==> config.mk <==
export PLATFORM = sky130hd
export DESIGN_NAME = bytelane_sram
export DESIGN_NICKNAME = d
export VERILOG_FILES = /design/src/rtl/bls_pkg.sv /design/src/rtl/bls_wr_decode.sv /design/src/rtl/bls_lane_store.sv /design/src/rtl/bls_read_path.sv /design/src/rtl/bytelane_sram.sv
export SDC_FILE = /design/constraint.sdc
export NUM_CORES = 2
export LEC_CHECK = 0
export ABC_CLOCK_PERIOD_IN_PS = 5400
export BUFFER_PORTS_ARGS = -buffer_cell sky130_fd_sc_hd__buf_2
export CELL_PAD_IN_SITES_DETAIL_PLACEMENT = 1
export CELL_PAD_IN_SITES_GLOBAL_PLACEMENT = 1
export CORE_UTILIZATION = 43
export CTS_BUF_LIST = sky130_fd_sc_hd__clkbuf_4 sky130_fd_sc_hd__clkbuf_8 sky130_fd_sc_hd__clkbuf_16
export DETAILED_ROUTE_END_ITERATION = 8
export PLACE_DENSITY = 0.63
export SETUP_SLACK_MARGIN = 0.02
export SLEW_MARGIN = 10
export SYNTH_ARGS = -nofsm -noshare
export SYNTH_HDL_FRONTEND = slang
export SYNTH_SLANG_ARGS = --single-unit
export TNS_END_PERCENT = 1
==> constraint.sdc <==
create_clock -name clk -period 5.4 [get_ports clk]
set_clock_uncertainty 0.15 [all_clocks]
set_input_delay 0.54 -clock clk [delete_from_list [all_inputs] [get_ports clk]]
set_output_delay 0.54 -clock clk [all_outputs]
set_load 0.01 [all_outputs]
==> src/rtl/bls_pkg.sv <==
`timescale 1ns/1ps
package bls_pkg;

   typedef enum logic [1:0] {
      OP_NONE  = 2'd0,
      OP_READ  = 2'd1,
      OP_WRITE = 2'd2
   } bls_op_e;

   function automatic logic is_pow2(input int unsigned v);
      return (v != 0) && ((v & (v - 1)) == 0);
   endfunction

endpackage

==> src/rtl/bls_wr_decode.sv <==
`timescale 1ns/1ps
module bls_wr_decode
   import bls_pkg::*;
#(
   parameter int unsigned LANES = 4
) (
   input  logic             wr_all_n,
   input  logic             lane_wr_n,
   input  logic [LANES-1:0] lane_sel_n,
   input  logic             standby,
   output logic [LANES-1:0] lane_we,
   output bls_op_e          op
);

   always_comb begin
      lane_we = '0;
      if (!standby) begin
         if (!wr_all_n) begin
            lane_we = '1;
         end else if (!lane_wr_n) begin
            lane_we = ~lane_sel_n;
         end
      end
   end

   always_comb begin
      if (standby) begin
         op = OP_NONE;
      end else if (|lane_we) begin
         op = OP_WRITE;
      end else begin
         op = OP_READ;
      end
   end

endmodule

==> src/rtl/bls_lane_store.sv <==
`timescale 1ns/1ps
module bls_lane_store #(
   parameter int unsigned LANES  = 4,
   parameter int unsigned LANE_W = 8,
   parameter int unsigned DEPTH  = 64,
   localparam int unsigned AW    = $clog2(DEPTH),
   localparam int unsigned DW    = LANES * LANE_W
) (
   input  logic             clk,
   input  logic [LANES-1:0] lane_we,
   input  logic [AW-1:0]    waddr,
   input  logic [DW-1:0]    wdata,
   input  logic [AW-1:0]    raddr,
   output logic [DW-1:0]    rdata
);

   for (genvar g = 0; g < LANES; g++) begin : g_lane
      logic [LANE_W-1:0] bank [DEPTH];

      always_ff @(posedge clk) begin
         if (lane_we[g]) begin
            bank[waddr] <= wdata[g*LANE_W +: LANE_W];
         end
      end

      assign rdata[g*LANE_W +: LANE_W] = bank[raddr];
   end

endmodule

==> src/rtl/bls_read_path.sv <==
`timescale 1ns/1ps
module bls_read_path #(
   parameter int unsigned DW = 32,
   parameter int unsigned AW = 6
) (
   input  logic          clk,
   input  logic          rst_n,
   input  logic          rd_issue,
   input  logic [AW-1:0] rd_addr,
   input  logic          pipe_sel,
   input  logic          hold_off,
   input  logic [DW-1:0] arr_q,
   output logic [AW-1:0] arr_addr,
   output logic [DW-1:0] dout,
   output logic          dout_oe
);

   logic          s1_vld;
   logic [AW-1:0] s1_addr;
   logic          s2_vld;
   logic [DW-1:0] s2_q;
   logic          sel_vld;
   logic [DW-1:0] sel_q;

   always_ff @(posedge clk or negedge rst_n) begin
      if (!rst_n) begin
         s1_vld  <= 1'b0;
         s1_addr <= '0;
         s2_vld  <= 1'b0;
         s2_q    <= '0;
      end else begin
         s1_vld  <= rd_issue;
         s1_addr <= rd_addr;
         s2_vld  <= s1_vld;
         s2_q    <= arr_q;
      end
   end

   assign arr_addr = s1_addr;

   always_comb begin
      if (pipe_sel) begin
         sel_vld = s2_vld;
         sel_q   = s2_q;
      end else begin
         sel_vld = s1_vld;
         sel_q   = arr_q;
      end
   end

   assign dout_oe = sel_vld & ~hold_off;
   assign dout    = dout_oe ? sel_q : '0;

endmodule

==> src/rtl/bytelane_sram.sv <==
`timescale 1ns/1ps
module bytelane_sram
   import bls_pkg::*;
#(
   parameter int unsigned LANES  = 4,
   parameter int unsigned LANE_W = 8,
   parameter int unsigned DEPTH  = 64,
   localparam int unsigned AW    = $clog2(DEPTH),
   localparam int unsigned DW    = LANES * LANE_W
) (
   input  logic             clk,
   input  logic             rst_n,
   input  logic [AW-1:0]    addr,
   input  logic [DW-1:0]    wdata,
   input  logic             wr_all_n,
   input  logic             lane_wr_n,
   input  logic [LANES-1:0] lane_sel_n,
   input  logic             pipe_sel,
   input  logic             standby,
   output logic [DW-1:0]    rdata,
   output logic             rdata_oe
);

   if (LANES < 1) begin : g_bad_lanes
      $error("bytelane_sram: LANES must be at least 1");
   end
   if (LANE_W < 1) begin : g_bad_width
      $error("bytelane_sram: LANE_W must be at least 1");
   end
   if (DEPTH < 2 || !is_pow2(DEPTH)) begin : g_bad_depth
      $error("bytelane_sram: DEPTH must be a power of two, 2 or more");
   end

   logic [LANES-1:0] lane_we;
   bls_op_e          op;
   logic [AW-1:0]    arr_addr;
   logic [DW-1:0]    arr_q;

   bls_wr_decode #(
      .LANES(LANES)
   ) u_decode (
      .wr_all_n   (wr_all_n),
      .lane_wr_n  (lane_wr_n),
      .lane_sel_n (lane_sel_n),
      .standby    (standby),
      .lane_we    (lane_we),
      .op         (op)
   );

   bls_lane_store #(
      .LANES (LANES),
      .LANE_W(LANE_W),
      .DEPTH (DEPTH)
   ) u_store (
      .clk    (clk),
      .lane_we(lane_we),
      .waddr  (addr),
      .wdata  (wdata),
      .raddr  (arr_addr),
      .rdata  (arr_q)
   );

   bls_read_path #(
      .DW(DW),
      .AW(AW)
   ) u_rpath (
      .clk      (clk),
      .rst_n    (rst_n),
      .rd_issue (op == OP_READ),
      .rd_addr  (addr),
      .pipe_sel (pipe_sel),
      .hold_off (op != OP_READ),
      .arr_q    (arr_q),
      .arr_addr (arr_addr),
      .dout     (rdata),
      .dout_oe  (rdata_oe)
   );

endmodule

==> summary.md <==
| Metric | Value |
|---|---|
| Mapped Cells | 3953 |
| Synth warnings | 0 |
| Setup slack, reg-to-reg | 1.84 ns |
| Avg Cell Area, Syn | 20.6 sq um |
| DRT Pass-1 Iters | 7 |
| Final TNS setup | 0 ns |
| HPWL Detailed | 151000 um |
| Hold WC Path Type | in2reg |
| Post-synthesis net count | 4001 |
| Area Overhead vs Synth | 13.0% |
| Number of routed nets with antenna violations | 0 |
| Synth Cell Area | 81500 sq um |
| Seq/Total Area, Yosys | 76.7% |
| Worst hold path cell count | 1 |
| Post-synth cell types | 48 |
| Total gr overflow | 0 |
| Crit path capture | rdata[9] |
| Post-route DRC | 4 |
| Reg-to-Reg End | u_rpath.s2_q[29]$_DFF_PN0_ |
| Clock insertion delay at the later pin of the skew report | 0.86 ns |
| R2R depth | 7 |
| Critical Path RT | 4.71 ns |
| R2r startpoint | u_rpath.arr_addr[3]$_DFF_PN0_ |
| NumNets Final | 4191 |
| Largest net degree at the start of global routing | 75 |
| CTS tree | done |
| IO Pins | 81 |
| Post-placement setup slack | 1.00 ns |
| Placeable core area | 188000 sq um |
| Cts bufs inserted | 206 |
| Max-cap violations | 0 |
| Via count of the first global-routing pass | 42200 |
| Vias/cell | 6.04 |
| GPL Wtd Cong | 0.857 |
| CP Class | reg2out |
| Headroom to the max-slew limit | 16.0% |
| Post-synthesis register bit count | 2088 |
| Clock Path Buffers | 3 |
| Starting Density | 43.3% |
| RSZ-0062 raised after global routing | no |
| IO Port Bufs | 80 |
| Initial antenna violation count | 29 |
| Die area | 191000 sq um |
| Pwr Density | 371 nW/um^2 |
| Setup crit start kind | register |
| Ys flop type | edfxtp_1 |
| Fin crit share | 96.9% |
| Pleak | 29.5 nW |
| Final Non-Filler Cells | 6829 |
| Crit Path Max Fanout | 42 |
| Die width | 437 um |
| Critical Path End Type | primary output |
| Crit path launch | u_rpath.arr_addr[2]$_DFF_PN0_ |
| Layout cell share with drive strength beyond 1 | 23.8% |
| Max-slew violations | 0 |
| Global-route wire length before repair | 335000 um |
| Violated checks | DRC |
| Number of enable flip-flop cells after synthesis | 2048 |
| Placed Cells | 6419 |
| Peak supply drop | 0.377 mV |
| Final WS setup | 0.167 ns |
| Hold Fails Final Rpt | 0 |
| Clock root cell | clkbuf_16 |
| Critical Path AT | 4.54 ns |
| Die extent in y | 437 um |
| DRT Wirelength | 240000 um |
| Fin util | 49.0% |
| Tmin final | 5.23 ns |
| Via count | 41300 |
| Fmax | 0.191 GHz |
| H-Tree Depth | 4 |
| Clk slew on worst S/H paths | 0.06 ns |
| Total GRT Usage | 25.0% |
| Final hold slack | 0.0890 ns |
| Number of core rows | 159 |
| Worst slew pin tran | 1.26 ns |
| Setup Viol. Count Final | 0 |
| Initial DRC Count | 4212 |
| Clk sinks | 2088 |
| Post-synth ARST share | 1.92% |
| Status | finished, violations left |
| Routed wire per std cell | 35.1 um |
[worst max-delay path, stage by stage (launching register included)]
cell	delay [ns]
dfrtp_4	0.93
buf_4	0.68
mux4_2	0.42
mux4_2	0.56
a22o_1	0.24
a221o_1	0.52
buf_2	0.25
[logic make-up after synthesis]
group                  count (synthesis)  synth area share [%]
buffers and inverters                241                  1.53
muxes                                778                  16.0
DFF                                 2088                  76.7
AOI/OAI and AO/OA                    303                  2.88
and+or+nand+nor                      543                  2.89
[layer usage]
| metal | vias up | share of wire, % | GRT usage, % |
|---|---|---|---|
| li1 | 16700 | - | - |
| met1 | 22500 | 42 | 34.3 |
| met2 | 1623 | 47 | 39.3 |
| met3 | 416 | 6.6 | 4.83 |
| met4 | 22 | 4.1 | 10.4 |
| met5 | - | 0.056 | 0 |
[where the power goes]
| group | switching [mW] | internal, mW |
|---|---|---|
| combinational | 1.12 | 0.591 |
| clock | 6.26 | 8.25 |
| sequential | 0.0621 | 17.9 |
| total | 7.44 | 26.7 |
[synth_stat cells (all sizes together) (2+ instances only)]
cell	number	area share, %
a21oi	17	0.10
a221o	22	0.27
a221oi	16	0.17
a222oi	5	0.061
a22o	29	0.31
a22oi	159	1.5
a31oi	3	0.023
and2	3	0.023
and3	7	0.054
and3b	5	0.054
and4	8	0.086
buf	127	1.0
clkbuf	112	0.52
dfrtp	40	1.2
edfxtp	2048	75
inv	2	0.0092
mux2	51	0.70
mux2i	314	3.9
mux4	413	11
nand2	131	0.60
nand2b	11	0.084
nand3	63	0.39
nand4	17	0.13
nor2	273	1.3
nor2b	8	0.061
nor3	4	0.031
nor3b	7	0.071
nor4	2	0.015
o211ai	14	0.13
o21a	17	0.16
o21ai	4	0.025
o22ai	2	0.015
o31ai	10	0.092
or2	2	0.015
[worst min path at each step]
stage,start,endpoint,slack [ns]
after global placement,u_rpath.s1_vld$_DFF_PN0_,u_rpath.s2_vld$_DFF_PN0_,0.23
after detailed placement,u_rpath.s1_vld$_DFF_PN0_,u_rpath.s2_vld$_DFF_PN0_,0.24
after CTS,wdata[30],u_store.g_lane[3].bank[22][6]$_DFFE_PP_,0.04
final,wdata[30],u_store.g_lane[3].bank[22][6]$_DFFE_PP_,0.09
after global routing,wdata[30],u_store.g_lane[3].bank[22][6]$_DFFE_PP_,0.07
after floorplan,rst_n,u_rpath.arr_addr[0]$_DFF_PN0_,0.09
[what timing repair did]
action                                 4_1_cts  5_1_grt
resized for setup                            0        2
setup endpoints to repair                    0        1
endpoints found under the hold margin       95        0
hold buffers                                11        0
setup buffers                                0        0
[cells in the final DEF, fill, tap and decap left out, types with 39 or more instances in the layout]
| cell type | synthesis | layout |
|---|---|---|
| clkinv_1 | 0 | 48 |
| nand3_1 | 63 | 63 |
| mux2_2 | 39 | 39 |
| a22oi_1 | 159 | 159 |
| nor2_1 | 273 | 266 |
| clkbuf_16 | 0 | 209 |
| nand2_1 | 131 | 131 |
| buf_2 | 35 | 76 |
| mux2i_1 | 314 | 314 |
| buf_4 | 33 | 116 |
| mux4_2 | 413 | 413 |
| clkbuf_4 | 0 | 53 |
| edfxtp_1 | 2048 | 2048 |
[state kept, by name (all words and copies together), names as in the netlist]
signal,flops
u_rpath.arr_addr,6
u_rpath.s1_vld,1
u_store.g_lane.bank,2048
u_rpath.s2_q,32
u_rpath.s2_vld,1
[stage by stage]
step | total power [mW] | area (sq um)
after floorplan | 19.2 | 81500
after global placement | 20.0 | 85000
after detailed placement | 20.0 | 85100
after CTS | 34.4 | 92000
after global routing | 34.9 | 92000
final | 34.2 | 92000
[final cells by class]
cell class / instances / area (sq um)
multi-input combinational: 1624 / 17800
inverter: 2 / 10.0
tap: 2495 / 3120
timing repair buffer: 221 / 1710
sequential: 2088 / 62500
clock inverter: 118 / 1150
fill: 16800 / 96000
clock buffer: 265 / 5670
antenna: 16 / 40.0
No activity file was read; power rests on OpenSTA's default activity.
